$ cat config.mk
export PLATFORM = sky130hd
export DESIGN_NAME = ocu_channel
export DESIGN_NICKNAME = d
export VERILOG_FILES = /design/src/rtl/ocu_pkg.sv /design/src/rtl/ocu_cmp_reg.sv /design/src/rtl/ocu_match.sv /design/src/rtl/ocu_wavegen.sv /design/src/rtl/ocu_channel.sv
export SDC_FILE = /design/constraint.sdc
export NUM_CORES = 1
export LEC_CHECK = 0
export BUFFER_PORTS_ARGS = -buffer_cell sky130_fd_sc_hd__buf_2
export CAP_MARGIN = 10
export CORE_UTILIZATION = 35
export CTS_CLUSTER_DIAMETER = 30
export DETAILED_ROUTE_END_ITERATION = 6
export SYNTH_ARGS = -nofsm -noshare
export SYNTH_HDL_FRONTEND = slang
export SYNTH_SLANG_ARGS = --single-unit
$ cat constraint.sdc
create_clock -name clk -period 2.8 [get_ports clk]
set_input_delay 0.28 -clock clk [delete_from_list [all_inputs] [get_ports clk]]
set_output_delay 0.28 -clock clk [all_outputs]
set_load 0.02 [all_outputs]
$ cat src/rtl/ocu_pkg.sv
package ocu_pkg;
  typedef enum logic [1:0] {
    COM_NONE   = 2'd0,
    COM_TOGGLE = 2'd1,
    COM_CLEAR  = 2'd2,
    COM_SET    = 2'd3
  } com_e;
endpackage

$ cat src/rtl/ocu_cmp_reg.sv
module ocu_cmp_reg #(
  parameter int W = 8
) (
  input  logic         clk,
  input  logic         rst_n,
  input  logic         pwm_mode,
  input  logic         load_now,
  input  logic         cmp_wr,
  input  logic [W-1:0] cmp_wdata,
  output logic [W-1:0] cmp_act
);
  logic [W-1:0] buf_q;

  always_ff @(posedge clk) begin
    if (!rst_n) begin
      buf_q   <= '0;
      cmp_act <= '0;
    end else begin
      if (cmp_wr) buf_q <= cmp_wdata;
      if (!pwm_mode && cmp_wr)      cmp_act <= cmp_wdata;
      else if (pwm_mode && load_now) cmp_act <= buf_q;
    end
  end

  // outside the load point the active value holds in PWM modes
  a_r1_hold_between_loads: assert property (@(posedge clk) disable iff (!rst_n)
    (pwm_mode && !load_now) |=> $stable(cmp_act));
  // direct write outside PWM
  a_r2_direct_write: assert property (@(posedge clk) disable iff (!rst_n)
    (!pwm_mode && cmp_wr) |=> (cmp_act == $past(cmp_wdata)));
endmodule

$ cat src/rtl/ocu_match.sv
module ocu_match #(
  parameter int W = 8
) (
  input  logic         clk,
  input  logic         rst_n,
  input  logic         tick,
  input  logic [W-1:0] cnt,
  input  logic [W-1:0] cmp_act,
  input  logic         cnt_wr,
  input  logic         flag_clr,
  input  logic         irq_ack,
  output logic         match_evt,
  output logic         match_pulse,
  output logic         match_flag
);
  logic blank_q;

  assign match_evt = tick && !blank_q && (cnt == cmp_act);

  always_ff @(posedge clk) begin
    if (!rst_n) begin
      blank_q     <= 1'b0;
      match_pulse <= 1'b0;
      match_flag  <= 1'b0;
    end else begin
      if (cnt_wr)    blank_q <= 1'b1;
      else if (tick) blank_q <= 1'b0;
      match_pulse <= match_evt;
      if (match_evt)                 match_flag <= 1'b1;
      else if (flag_clr || irq_ack)  match_flag <= 1'b0;
    end
  end

  // an accepted match raises pulse and flag on the next cycle
  a_r3_match_marks: assert property (@(posedge clk) disable iff (!rst_n)
    match_evt |=> (match_pulse && match_flag));
  // a clear without a match empties the flag
  a_r4_flag_clears: assert property (@(posedge clk) disable iff (!rst_n)
    ((flag_clr || irq_ack) && !match_evt) |=> !match_flag);
  // a counter write blanks the following cycle's comparison
  a_r5_write_blanks: assert property (@(posedge clk) disable iff (!rst_n)
    cnt_wr |=> !match_evt);
endmodule

$ cat src/rtl/ocu_wavegen.sv
module ocu_wavegen
  import ocu_pkg::*;
(
  input  logic clk,
  input  logic rst_n,
  input  logic pwm_mode,
  input  logic pwm_dual,
  input  logic tick,
  input  logic at_top,
  input  logic cnt_down,
  input  logic match_evt,
  input  logic force_stb,
  input  com_e com,
  output logic oc_q
);
  logic oc_nxt;
  logic hit_lvl;

  // level driven on a match in PWM modes: com bit 0 selects inverted sense
  assign hit_lvl = com[0];

  always_comb begin
    oc_nxt = oc_q;
    if (!pwm_mode) begin
      if (match_evt || force_stb) begin
        unique case (com)
          COM_TOGGLE: oc_nxt = ~oc_q;
          COM_CLEAR:  oc_nxt = 1'b0;
          COM_SET:    oc_nxt = 1'b1;
          default:    oc_nxt = oc_q;
        endcase
      end
    end else if (!pwm_dual) begin
      if (com[1]) begin
        if (tick && at_top)  oc_nxt = ~hit_lvl;
        else if (match_evt)  oc_nxt = hit_lvl;
      end
    end else begin
      if (com[1] && match_evt) oc_nxt = cnt_down ? ~hit_lvl : hit_lvl;
    end
  end

  always_ff @(posedge clk) begin
    if (!rst_n) oc_q <= 1'b0;
    else        oc_q <= oc_nxt;
  end

  // mode 0 never changes the output register
  a_r7_none_holds: assert property (@(posedge clk) disable iff (!rst_n)
    (com == COM_NONE) |=> $stable(oc_q));
  // a force strobe alone does nothing in PWM modes
  a_r6_force_ignored_pwm: assert property (@(posedge clk) disable iff (!rst_n)
    (pwm_mode && force_stb && !match_evt && !(tick && at_top)) |=> $stable(oc_q));
endmodule

$ cat src/rtl/ocu_channel.sv
module ocu_channel
  import ocu_pkg::*;
#(
  parameter int W = 8
) (
  input  logic         clk,
  input  logic         rst_n,
  input  logic         tick,
  input  logic [W-1:0] cnt,
  input  logic         cnt_down,
  input  logic         at_top,
  input  logic         at_bottom,
  input  logic         pwm_mode,
  input  logic         pwm_dual,
  input  logic         cmp_wr,
  input  logic [W-1:0] cmp_wdata,
  input  logic         cnt_wr,
  input  logic         flag_clr,
  input  logic         irq_ack,
  input  logic         force_stb,
  input  logic [1:0]   com,
  input  logic         dir_out,
  input  logic         port_val,
  output logic [W-1:0] cmp_now,
  output logic         match_pulse,
  output logic         match_flag,
  output logic         oc_q,
  output logic         pin_val,
  output logic         pin_oe
);
  logic load_now;
  logic match_evt;
  com_e com_sel;

  assign com_sel  = com_e'(com);
  assign load_now = tick && (pwm_dual ? at_top : at_bottom);

  ocu_cmp_reg #(.W(W)) u_cmp (
    .clk(clk), .rst_n(rst_n), .pwm_mode(pwm_mode), .load_now(load_now),
    .cmp_wr(cmp_wr), .cmp_wdata(cmp_wdata), .cmp_act(cmp_now)
  );

  ocu_match #(.W(W)) u_match (
    .clk(clk), .rst_n(rst_n), .tick(tick), .cnt(cnt), .cmp_act(cmp_now),
    .cnt_wr(cnt_wr), .flag_clr(flag_clr), .irq_ack(irq_ack),
    .match_evt(match_evt), .match_pulse(match_pulse), .match_flag(match_flag)
  );

  ocu_wavegen u_wave (
    .clk(clk), .rst_n(rst_n), .pwm_mode(pwm_mode), .pwm_dual(pwm_dual),
    .tick(tick), .at_top(at_top), .cnt_down(cnt_down), .match_evt(match_evt),
    .force_stb(force_stb), .com(com_sel), .oc_q(oc_q)
  );

  assign pin_val = (com != 2'd0) ? oc_q : port_val;
  assign pin_oe  = dir_out;

  // a force strobe never raises the flag
  a_r6_force_no_flag: assert property (@(posedge clk) disable iff (!rst_n)
    (force_stb && !match_evt && !match_flag) |=> !match_flag);
  // the output register is zero right after reset
  a_r10_reset_zero: assert property (@(posedge clk)
    !rst_n |=> !oc_q);
endmodule

---- Word-level counts from Yosys, hierarchy flattened ----
Index checks and enable logic that the tools add are counted.
word-level totals
  bits in registers ....................... 20
  logic and storage cells ................. 50
  output and inout bits ................... 13
  input port bits ......................... 33
cells by class
  equality and inequality tests ........... 7
  mux-type cells .......................... 17
  reductions and logical operators ........ 18
  bitwise gates (word level) .............. 2
operators by type and width
  operator                                                                 count
  8-bit 2-to-1 mux                                                         2
  1-bit 2-to-1 mux                                                         14
  2-bit nonzero test                                                       5
  8-bit equality test                                                      1
  1-bit logical AND                                                        7
  5-bit AND reduction                                                      1
  2-bit equality test, second input constant                               2
  4-bit by 1-bit inequality test with 1-bit output, second input constant  1
  4-bit nonzero test                                                       1
  3-bit by 1-bit inequality test with 1-bit output, second input constant  1
  3-bit by 2-bit inequality test with 1-bit output, second input constant  1
  1-bit case mux with 3 select lines                                       1
  2-bit by 1-bit equality test with 1-bit output, second input constant    1
  1-bit zero test                                                          2
  1-bit logical OR                                                         2
  1-bit inverter                                                           2

---- Depth between registers and ports, before layout ----
Gate-level depths: netlist of run 1.
  word-level depth ........................ 8
  mapped depth ............................ 7
  mapped depth without buffers ............ 6

---- Modules after synthesis ----
Synthesis of run 1 repeated with hierarchy kept, for this count alone.
second synthesis, totals
  cells, all modules ...................... 101
  area, all modules ....................... 1076.0 um^2
by module, submodules not included
  module       instances  area each (um^2)  cells an instance  seq. area each (um^2)
  ocu_cmp_reg  1          726.9             62                 320.3
  ocu_match    1          205.2             21                 60.1
  ocu_wavegen  1          105.1             13                 20.0
  ocu_channel  1          38.8              5                  0.0

---- Worst setup path after synthesis of run 1 ----
No wires, ideal clock.
  kind .................................... register -> register
  start ................................... register u_cmp.cmp_act[0]
  end ..................................... register u_wave.oc_q
  clock period less this slack ............ 1.420 ns
  setup time .............................. 0.121 ns
  path buffers ............................ 0
  data arrival time ....................... 1.299 ns
  slack ................................... 1.380 ns
  data required time ...................... 2.679 ns
  cell stages (with the launch flop) ...... 6
  path through ............................ dfxtp_1 xnor2_1 nand4_1 nor3_1 a21oi_1 mux2_2
between the ends
  word-level cells in the longest chain between the ends .. 5
  elaborated cells between the ends (all ways) .. 8
  classes of those cells .................. eq/ne: 3; reduce/logical: 5
ends and longest elaborated chain
  item                                                                                                            RTL line                              RTL
  from (decl)                                                                                                     ocu_cmp_reg.sv:10                     output logic [W-1:0] cmp_act
  from (signal assigned)                                                                                          ocu_cmp_reg.sv:20                     if (!pwm_mode && cmp_wr) cmp_act <= cmp_wdata;
  from (signal assigned)                                                                                          ocu_cmp_reg.sv:21                     else if (pwm_mode && load_now) cmp_act <= buf_q;
  8-bit equality test (*)                                                                                         ocu_match.sv:18                       assign match_evt = tick && !blank_q && (cnt == cmp_act);
  1-bit logical AND (*)                                                                                           ocu_match.sv:18
  1-bit logical AND / 1-bit logical OR (equally long branches)                                                    ocu_wavegen.sv:39, ocu_wavegen.sv:25
  3-bit by 2-bit inequality test with 1-bit output (no source line) / 2-bit nonzero test (equally long branches)  -
  5-bit AND reduction (no source line) (*)                                                                        -
  to (signal assigned)                                                                                            ocu_wavegen.sv:45                     else oc_q <= oc_nxt;
  to (decl)                                                                                                       ocu_wavegen.sv:14                     output logic oc_q
Mark *: on every way between the ends. The rest lies on a longest branch, timed or not.
A chain may end at the register's enable or synchronous reset.

---- Worst setup path after layout of run 1 ----
  start ................................... register u_cmp.cmp_act[3]
  end ..................................... register u_wave.oc_q
The elaborated chain is that of the path after synthesis.

==> metrics.md, run 1 <==
| Metric | Value |
|---|---|
| Switch share | `between 20% and 30%` |
| # IOs | `46` |
| Final HPWL DP | `1671 um` |
| Finished Core Util | `46.48%` |
| Worst VDD drop | `0.4784 mV` |
| Sequential area share after synthesis | `approximately 37%` |
| Slew margin rel. | `between 70% and 80%` |
| Hold Crit Class | `input port to register` |
| Post-Synthesis Cell Area | `~1100 um2` |
| # diodes | `0` |
| Avg Cell Area, Syn | `between 9 and 10 um2` |
| Std-Cell Core Area | `approximately 2800 um2` |
| Lkg Pwr | `slightly below 0.7 nW` |
| Most numerous cell in the Yosys netlist | `dfxtp_1` |
| RePlAce Congestion | `0.7665` |
| Share of cells above drive strength 1 | `34.90%` |
| Ranking of synthesized cells by area | `dfxtp_1 37%, mux2i_1 15%, o211a_1 7.5%` |
| Drt pass-1 iters | `6` |
| Prevailing post-synth register cell | `dfxtp_1` |
| Total CTS buffers | `3` |
| Crit path required time | `approximately 3000 ps` |
| Sequential share of power | `50.6%` |
| Synthesis-to-layout area growth | `22.49%` |
| Crit share post-route | `a little under three fifths` |
| Worst-path fanout max | `3` |
| Remaining DRCs | `4` |
| Comb pwr share | `about 22%` |
| Initial Util | `37.95%` |
| First-pass GRT wire length | `around 3700 um` |
| CTS resizes | `0` |
| Yosys top cell by area | `dfxtp_1` |
| Number of routed nets with antenna violations | `0` |
| Vias per inst | `between 5 and 6` |
| Most common library cells after synthesis | `20 x dfxtp_1, 16 x mux2i_1, 12 x nand2_1, 10 x nor2b_1, 9 x xnor2_1` |
| Ys Warns | `0` |
| Clk_skew | `~2.2 ps` |
| Total track usage | `between 10 and 15%` |
| Clk slew on worst S/H paths | `around 110 ps` |
| Worst reg2reg setup slack | `1250 ps` |
| Unrepaired setup endpoints after global routing | `false` |
| CP arrival | `1750 ps` |
| Status | `complete, but fails checks` |
| Hold Fails Final Rpt | `0` |
| Clk buf depth | `2` |
| TritonCTS clock tree | `done` |
| Slew Viols, Final | `0` |
| Max Freq | `between 600 and 700 MHz` |
| Vias in the first global route | `871` |
| Die W | `~57 um` |
| Final hold slack | `around 190 ps` |
| Post-CTS Hold Buffers | `0` |
| Largest net degree at the start of global routing | `22` |
| Switching Power | `roughly 0.00017 W` |
| Initial antenna violation count | `0` |
| Crit Path Category | `register to register` |
| Clock root buffer | `clkbuf_4` |
| Share of the synthesized area in the top cell type | `between 30% and 40%` |
| Setup TNS | `0 ps` |
| Nets | `185` |
| Die Area | `between 3000 and 4000 um2` |
| Internal Dissipation | `around 0.00045 W` |
| Clock power share | `27.1%` |
| Setup bufs post-CTS | `0` |
| CP Capture Type | `register` |
| Synthesis-stage register bit count | `20` |
| H-tree lvl count | `1` |
| Wire per inst | `about 12 um` |
| GRT overflow | `0` |
| Skew-Pair Late Insertion Delay | `300 ps` |
| Async S/R FF share, synth | `0%` |
| Starting DRT DRC Count | `30` |
| Height of the die | `about 57 um` |
| Min Tclk post-route | `roughly 1600 ps` |
| Pwr Density | `475.4 nW/um2` |
| Row count | `19` |
| Detailed-route via count | `between 900 and 1000` |
| IO buf count | `43` |
| Cell variety after synth | `24` |
| Clock Sinks | `20` |
| Syn_nets | `roughly 140` |
| Failing checks | `design-rule violations` |
| Post-Route WL | `2172 um` |
| Critical path startpoint category | `register` |
| Total power | `0.0006251 W` |
| EDFF count, synth | `0` |
| Max-Cap Viols | `0` |
| Worst-Margin Slew | `~380 ps` |
| Synthesized instance count | `between 100 and 150` |
| Final Setup Violations | `0` |
worst max-delay path, cell delays in order (launching register included):
cell and delay [ps]:
dfxtp_1 390, xnor2_1 130, nand4_1 150, nor3_1 370
a21oi_1 130, mux2_2 280
power groups by stage:
stage	Sequential [W]	Combinational [W]	Clock (W)
after floorplan	0.000334	0.0000846	0
after global placement	0.000322	0.000138	0
after detailed placement	0.000323	0.000141	0
after CTS	0.000316	0.000142	0.000176
after global routing	0.000319	0.000155	0.000190
final	0.000316	0.000140	0.000169
cell usage in the layout (no fill, tap or decap):
cell / count
o22ai_1: 1
mux2_2: 3
o21ai_0: 4
nor2b_1: 10
dfxtp_1: 20
xnor2_1: 9
nand3b_1: 2
inv_1: 2
o21a_1: 1
nor2b_4: 1
o211a_1: 8
ha_1: 2
nand3_1: 1
nor2_1: 2
a21oi_1: 3
mux2i_1: 16
buf_2: 43
and2_1: 2
nand4_1: 1
nand2_1: 12
clkbuf_4: 3
clkbuf_8: 1
nor3_1: 1
a31o_4: 1
path summary, 6_finish.rpt:
path / cells past startpoint / from / end
worst min-delay path: 2 / cnt_wr / u_match.blank_q
worst min register to register: 2 / u_match.match_flag / u_match.match_flag
worst max register to register: 5 / u_cmp.cmp_act[3] / u_wave.oc_q
worst max-delay path: 5 / u_cmp.cmp_act[3] / u_wave.oc_q
metrics by stage:
stage	worst slack, ps	std cells	area, um2
after CTS	1230	180	1315
after global routing	1128	180	1315
final	1249	180	1315
after detailed placement	1179	176	1279
after global placement	1257	176	1279
after floorplan	1380	108	1074
area by class of cell:
cell class,instances,area [um2]
tap,31,38.79
multi-input combinational,80,616.8
inverter,2,7.507
timing repair buffer,43,215.2
sequential,20,400.4
clock buffer,4,36.28
fill,286,1514
registers in the layout, indices dropped and copies added (netlist names):
name / count
u_cmp.buf_q: 8
u_cmp.cmp_act: 8
u_match.blank_q: 1
u_match.match_flag: 1
u_match.match_pulse: 1
u_wave.oc_q: 1
cell families (layout without fill, tap and decap cells):
logic type / Yosys count / after routing / synth area share (%)
buffers and inverters: 8 / 49 / 5.245
AND/OR/NAND/NOR: 32 / 32 / 16.08
AO/OA/AOI/OAI: 18 / 18 / 13.64
adder cells (fa/ha/maj): 2 / 2 / 2.331
XOR/XNOR: 9 / 9 / 7.343
multiplexers: 19 / 19 / 18.06
flip-flops: 20 / 20 / 37.30
per-layer routing:
layer  wire length (um)  share of wire, %  track usage [%]
met1                922                42            15.86
met2               1056                49            26.91
met3                179               8.2            5.669
met4                 13              0.60            2.091
met5                  0                 0                0
Power figures use the tool's default switching activity.
==> inputs of run 2 (changes only) <==
==> constraint.sdc (replaced) <==
create_clock -name clk -period 1.35 [get_ports clk]
set_input_delay 0.135 -clock clk [delete_from_list [all_inputs] [get_ports clk]]
set_output_delay 0.135 -clock clk [all_outputs]
set_load 0.02 [all_outputs]
==> run 2 against run 1 <==
Effect of this change: the flow still finishes with violations (design-rule violations); sequential share of layout area down 1.5 points; final cell count is 5.0% higher; design area rose by 7.7%; critical path depth increased by 1; setup slack worse by 1200 ps; fmax rose by 15%; sequential power rose by 110%; critical path type unchanged.
==> metrics.md, run 2 (synthesized netlist as in run 1, its figures left out) <==
| Metric | Value |
|---|---|
| Critical path startpoint category | `register (unchanged)` |
| Final HPWL DP | `1711 um (was 1671 um)` |
| Initial Util | `37.95% (unchanged)` |
| Total power | `0.001337 W (was 0.0006251 W)` |
| Final hold slack | `51.03 ps (was 185.6 ps)` |
| GRT overflow | `0 (unchanged)` |
| Worst-Margin Slew | `329.7 ps (was 382.4 ps)` |
| Largest regs | `u_cmp.buf_q x8, u_cmp.cmp_act x8 (unchanged)` |
| Remaining DRCs | `6 (was 4)` |
| Pwr Density | `943.8 nW/um2 (was 475.4 nW/um2)` |
| Slew Viols, Final | `0 (unchanged)` |
| Clk buf depth | `2 (unchanged)` |
| # diodes | `0 (unchanged)` |
| H-tree lvl count | `1 (unchanged)` |
| Clock root buffer | `clkbuf_4 (unchanged)` |
| Reg2Reg Depth | `6 (was 5)` |
| Failing checks | `design-rule violations (unchanged)` |
| Finished Layout Cells | `189 (was 180)` |
| Cell count after placement | `183 (was 176)` |
| WHS Path Cells | `2 (unchanged)` |
| CP arrival | `1550 ps (was 1750 ps)` |
| Height of the die | `57.38 um (unchanged)` |
| Clk_skew | `6.231 ps (was 2.222 ps)` |
| Post-CTS Hold Buffers | `0 (unchanged)` |
| Initial antenna violation count | `0 (unchanged)` |
| Most frequent cells in the layout | `43 x buf_2, 16 x mux2i_1, 12 x nand2_1, 12 x dfxtp_1, 10 x nor2b_1 (was 43 x buf_2, 20 x dfxtp_1, 16 x mux2i_1)` |
| Crit path required time | `1550 ps (was 3000 ps)` |
| Wire per inst | `12.22 um (was 12.07 um)` |
| Std-Cell Core Area | `2829 um2 (unchanged)` |
| Starting DRT DRC Count | `46 (was 30)` |
| Skew-Pair Late Insertion Delay | `300 ps (about the same)` |
| Share of cells above drive strength 1 | `46.20% (was 34.90%)` |
| Final Setup Violations | `0 (unchanged)` |
| Lkg Pwr | `0.7446 nW (was 0.6845 nW)` |
| Vias in the first global route | `940 (was 871)` |
| Clk slew on worst S/H paths | `110 ps (about the same)` |
| Vias per inst | `4.899 (was 5.006)` |
| Largest net degree at the start of global routing | `22 (unchanged)` |
| Row count | `19 (unchanged)` |
| Synthesis-to-layout area growth | `31.93% (was 22.49%)` |
| Min Tclk post-route | `1348 ps (was 1551 ps)` |
| Max-Cap Viols | `0 (unchanged)` |
| Hold Crit Class | `input port to register (unchanged)` |
| Post-Route WL | `2310 um (was 2172 um)` |
| Worst-path fanout max | `3 (unchanged)` |
| Total track usage | `15.43% (was 14.54%)` |
| Worst VDD drop | `0.8558 mV (was 0.4784 mV)` |
| Cell area after placement | `1341 um2 (was 1279 um2)` |
| Crit share post-route | `99.83% (was 55.39%)` |
| Unrepaired setup endpoints after global routing | `true (was false)` |
| Die Area | `3292 um2 (unchanged)` |
| TritonCTS clock tree | `done (unchanged)` |
| Commonest non-fill, non-tap cell in the layout | `buf_2 (unchanged)` |
| Fin area | `1416 um2 (was 1315 um2)` |
| Crit Path Category | `register to register (unchanged)` |
| First-pass GRT wire length | `3884 um (was 3684 um)` |
| Drt pass-1 iters | `7 (was 6)` |
| Total CTS buffers | `3 (unchanged)` |
| # IOs | `46 (unchanged)` |
| Clock Sinks | `20 (unchanged)` |
| Hold Fails Final Rpt | `0 (unchanged)` |
| Slew margin rel. | `77.97% (was 74.31%)` |
| Die W | `57.38 um (unchanged)` |
| Status | `complete, but fails checks (unchanged)` |
| Max Freq | `742.0 MHz (was 644.8 MHz)` |
| CP Capture Type | `register (unchanged)` |
| Number of routed nets with antenna violations | `0 (unchanged)` |
| IO buf count | `43 (unchanged)` |
| Nets | `194 (was 185)` |
| Detailed-route via count | `926 (was 901)` |
| RePlAce Congestion | `0.8348 (was 0.7665)` |
==> run 2: changes by cell type in the layout (fill, tap and decap cells not counted) <==
cell and delta:
xnor2_1 -2, buf_4 +9, nor3_2 +1, dfxtp_1 -8, nor3_1 -1, xnor2_2 +2
a21oi_2 +1, a21oi_1 -1, dfxtp_2 +8
==> run 2: critical path, stage by stage, from the launching register on <==
cell and delay (ps):
dfxtp_2 340, xnor2_1 160, nand4_1 150, nor3_2 130, buf_4 150, a21oi_2 50
mux2_2 270
==> run 2: metal layers <==
metal | part of all wire, % | vias up | wire length (um) | track usage (%)
met4 | 0.56 | 0 | 13 | 3.484
met2 | 51 | 36 | 1171 | 28.41
met3 | 8.1 | 2 | 186 | 4.535
met5 | 0 | - | 0 | 0
li1 | - | 471 | - | -
met1 | 41 | 417 | 938 | 17.39
==> run 2: report_power, final <==
group	internal [W]	leakage (nW)	switching, W
Clock	0.000165	0.0210	0.000186
Combinational	0.000170	0.556	0.000157
Sequential	0.000633	0.168	0.0000269
Total	0.000967	0.745	0.000370
==> run 2: worst paths after layout <==
kind / endpoint / slack (ps) / start
worst max-delay path: u_wave.oc_q / 2 / u_cmp.cmp_act[3]
worst min-delay path: u_match.blank_q / 50 / cnt_wr
worst max register to register: u_wave.oc_q / 2 / u_cmp.cmp_act[3]
worst min register to register: u_match.match_flag / 520 / u_match.match_flag
==> run 2: final cells by class <==
cell class | count | area, um2
Fill cell | 287 | 1413
Multi-Input combinational cell | 80 | 640.6
Sequential cell | 20 | 410.4
Timing Repair Buffer | 52 | 282.8
Tap cell | 31 | 38.79
Clock buffer | 4 | 36.28
Inverter | 2 | 7.507
==> run 2: stage by stage <==
step | util [%] | worst slack [ps] | setup TNS, ps
after detailed placement | 47.41 | -77.40 | -77.40
after global placement | 47.41 | -27.21 | -27.21
final | 50.07 | 2.283 | 0
after global routing | 50.07 | -63.04 | -63.04
after CTS | 49.80 | 4.824 | 0
after floorplan | - | 15.45 | 0
==> run 2: what timing repair did <==
action / CTS / global route
setup endpoints to repair: 1 / 1
gates resized for setup: 3 / 1
setup buffers: 2 / 0
pin swaps: 2 / 0
==> inputs of run 3 (changes only) <==
--- a/config.mk
+++ b/config.mk
@@ -5,11 +5,13 @@
 export SDC_FILE = /design/constraint.sdc
 export NUM_CORES = 1
 export LEC_CHECK = 0
+export ABC_AREA = 0
 export BUFFER_PORTS_ARGS = -buffer_cell sky130_fd_sc_hd__buf_2
 export CAP_MARGIN = 10
 export CORE_UTILIZATION = 35
 export CTS_CLUSTER_DIAMETER = 30
 export DETAILED_ROUTE_END_ITERATION = 6
+export PLACE_DENSITY = 0.68
 export SYNTH_ARGS = -nofsm -noshare
 export SYNTH_HDL_FRONTEND = slang
 export SYNTH_SLANG_ARGS = --single-unit
==> run 3 against run 2 <==
Effect of this change: the flow still finishes with violations (design-rule violations); critical endpoint unchanged; flip-flop and latch count did not move; fmax up 4.1%; register-to-register slack better by 50 ps; total power down 5.7%; critical path type unchanged.
==> metrics.md, run 3 (synthesized netlist as in run 1, its figures left out) <==
| Metric | Value |
|---|---|
| Fin area | `1416 um2 (unchanged)` |
| TritonCTS clock tree | `done (unchanged)` |
| Reg2Reg Depth | `5 (was 6)` |
| Height of the die | `57.38 um (unchanged)` |
| Remaining DRCs | `9 (was 6)` |
| # IOs | `46 (unchanged)` |
| Status | `complete, but fails checks (unchanged)` |
| Die Area | `3292 um2 (unchanged)` |
| Starting DRT DRC Count | `23 (was 46)` |
| Initial antenna violation count | `0 (unchanged)` |
| Min Tclk post-route | `1295 ps (was 1348 ps)` |
| Most frequent cells in the layout | `43 x buf_2, 16 x mux2i_1, 12 x nand2_1, 12 x dfxtp_1, 10 x nor2b_1 (unchanged)` |
| IO buf count | `43 (unchanged)` |
| Hold Crit Class | `input port to register (unchanged)` |
| Number of routed nets with antenna violations | `0 (unchanged)` |
| Crit share post-route | `95.90% (was 99.83%)` |
| H-tree lvl count | `1 (unchanged)` |
| Final HPWL DP | `1686 um (was 1711 um)` |
| # diodes | `0 (unchanged)` |
| Clock Sinks | `20 (unchanged)` |
| Cell area after placement | `1349 um2 (was 1341 um2)` |
| Die W | `57.38 um (unchanged)` |
| Failing checks | `design-rule violations (unchanged)` |
| Max-Cap Viols | `0 (unchanged)` |
| Total track usage | `13.86% (was 15.43%)` |
| Nets | `193 (was 194)` |
| Clk slew on worst S/H paths | `100 ps (was 110 ps)` |
| Worst-path fanout max | `2 (was 3)` |
| Share of cells above drive strength 1 | `46.79% (was 46.20%)` |
| CP Capture Type | `register (unchanged)` |
| Slew margin rel. | `77.09% (was 77.97%)` |
| Total power | `0.001260 W (was 0.001337 W)` |
| GRT overflow | `0 (unchanged)` |
| Clk_skew | `2.762 ps (was 6.231 ps)` |
| Largest net degree at the start of global routing | `22 (unchanged)` |
| Drt pass-1 iters | `7 (unchanged)` |
| Row count | `19 (unchanged)` |
| FILL cells | `280 (was 287)` |
| Post-CTS Hold Buffers | `0 (unchanged)` |
| CP arrival | `1480 ps (was 1550 ps)` |
| Final hold slack | `53.85 ps (was 51.03 ps)` |
| Worst-Margin Slew | `342.9 ps (was 329.7 ps)` |
| Wire per inst | `11.54 um (was 12.22 um)` |
| Lkg Pwr | `0.7491 nW (was 0.7446 nW)` |
| Critical path startpoint category | `register (unchanged)` |
| Slew Viols, Final | `0 (unchanged)` |
| Std-Cell Core Area | `2829 um2 (unchanged)` |
| Total CTS buffers | `3 (unchanged)` |
| Largest regs | `u_cmp.buf_q x8, u_cmp.cmp_act x8 (unchanged)` |
| WHS Path Cells | `2 (unchanged)` |
| Vias in the first global route | `883 (was 940)` |
| First-pass GRT wire length | `3574 um (was 3884 um)` |
| Crit Path Category | `register to register (unchanged)` |
| Commonest non-fill, non-tap cell in the layout | `buf_2 (unchanged)` |
| Max Freq | `772.4 MHz (was 742.0 MHz)` |
| Final Setup Violations | `0 (unchanged)` |
| Detailed-route via count | `909 (was 926)` |
| Unrepaired setup endpoints after global routing | `true (unchanged)` |
| Post-Route WL | `2158 um (was 2310 um)` |
| Clock root buffer | `clkbuf_4 (unchanged)` |
| Synthesis-to-layout area growth | `31.93% (unchanged)` |
| RePlAce Congestion | `0.7059 (was 0.8348)` |
| Vias per inst | `4.861 (was 4.899)` |
| Crit path required time | `1540 ps (was 1550 ps)` |
| Skew-Pair Late Insertion Delay | `290 ps (was 300 ps)` |
| Worst VDD drop | `0.6563 mV (was 0.8558 mV)` |
| Pwr Density | `889.7 nW/um2 (was 943.8 nW/um2)` |
| Clk buf depth | `2 (unchanged)` |
| Initial Util | `37.95% (unchanged)` |
| Hold Fails Final Rpt | `0 (unchanged)` |
[run 3: cell types whose count changed in the layout (fill, tap and decap cells not counted), sizes merged]
cell and delta:
buf -1, clkbuf -1
[run 3: routing by layer]
layer  routed length [um]  vias up  GRT usage, %
met5                    0        -             0
met4                    0        0             0
met3                  182        0         4.762
met2                  951       37         24.75
met1                 1024      398         17.09
li1                     -      474             -
[run 3: what timing repair did]
item | in CTS | in global routing
buffers inserted | 0 | 0
endpoints found under the setup margin | 1 | 1
pin swaps | 1 | 9
resized for setup | 1 | 7
[run 3: worst max-delay path: stages (launching register included)]
cell	delay (ps)
dfxtp_2	340
xnor2_1	160
nand4_1	170
nor3_4	180
a21oi_2	80
mux2_2	260
[run 3: path summary, 6_finish.rpt]
path	startpoint	to	slack, ps
worst min register to register	u_match.match_flag	u_match.match_flag	530
worst min-delay path	cnt_wr	u_match.blank_q	50
worst max register to register	u_cmp.cmp_act[0]	u_wave.oc_q	60
worst max-delay path	u_cmp.cmp_act[0]	u_wave.oc_q	60
[run 3: area by class of cell]
class,instances,area [um2],share of cell area (%)
multi-input combinational,80,659.4,46.55
clock buffer,3,22.52,1.590
tap,31,38.79,2.739
timing repair buffer,51,275.3,19.43
inverter,2,7.507,0.5300
sequential,20,412.9,29.15
[run 3: power by group]
| part | total [W] | switching, W | internal (W) |
|---|---|---|---|
| Clock | 0.000272 | 0.000168 | 0.000104 |
| Combinational | 0.000329 | 0.000159 | 0.000170 |
| Sequential | 0.000659 | 0.0000269 | 0.000632 |
[run 3: metrics by stage]
step | utilization (%) | setup WS, ps | setup TNS (ps) | cells
2_1_floorplan | - | 15.45 | 0 | 108
3_5_place_dp | 47.68 | -73.47 | -73.47 | 184
6_report | 50.07 | 55.39 | 0 | 187
4_1_cts | 48.65 | 39.52 | 0 | 187
5_1_grt | 50.07 | -15.75 | -15.75 | 187
3_3_place_gp | 47.68 | -68.97 | -68.97 | 184
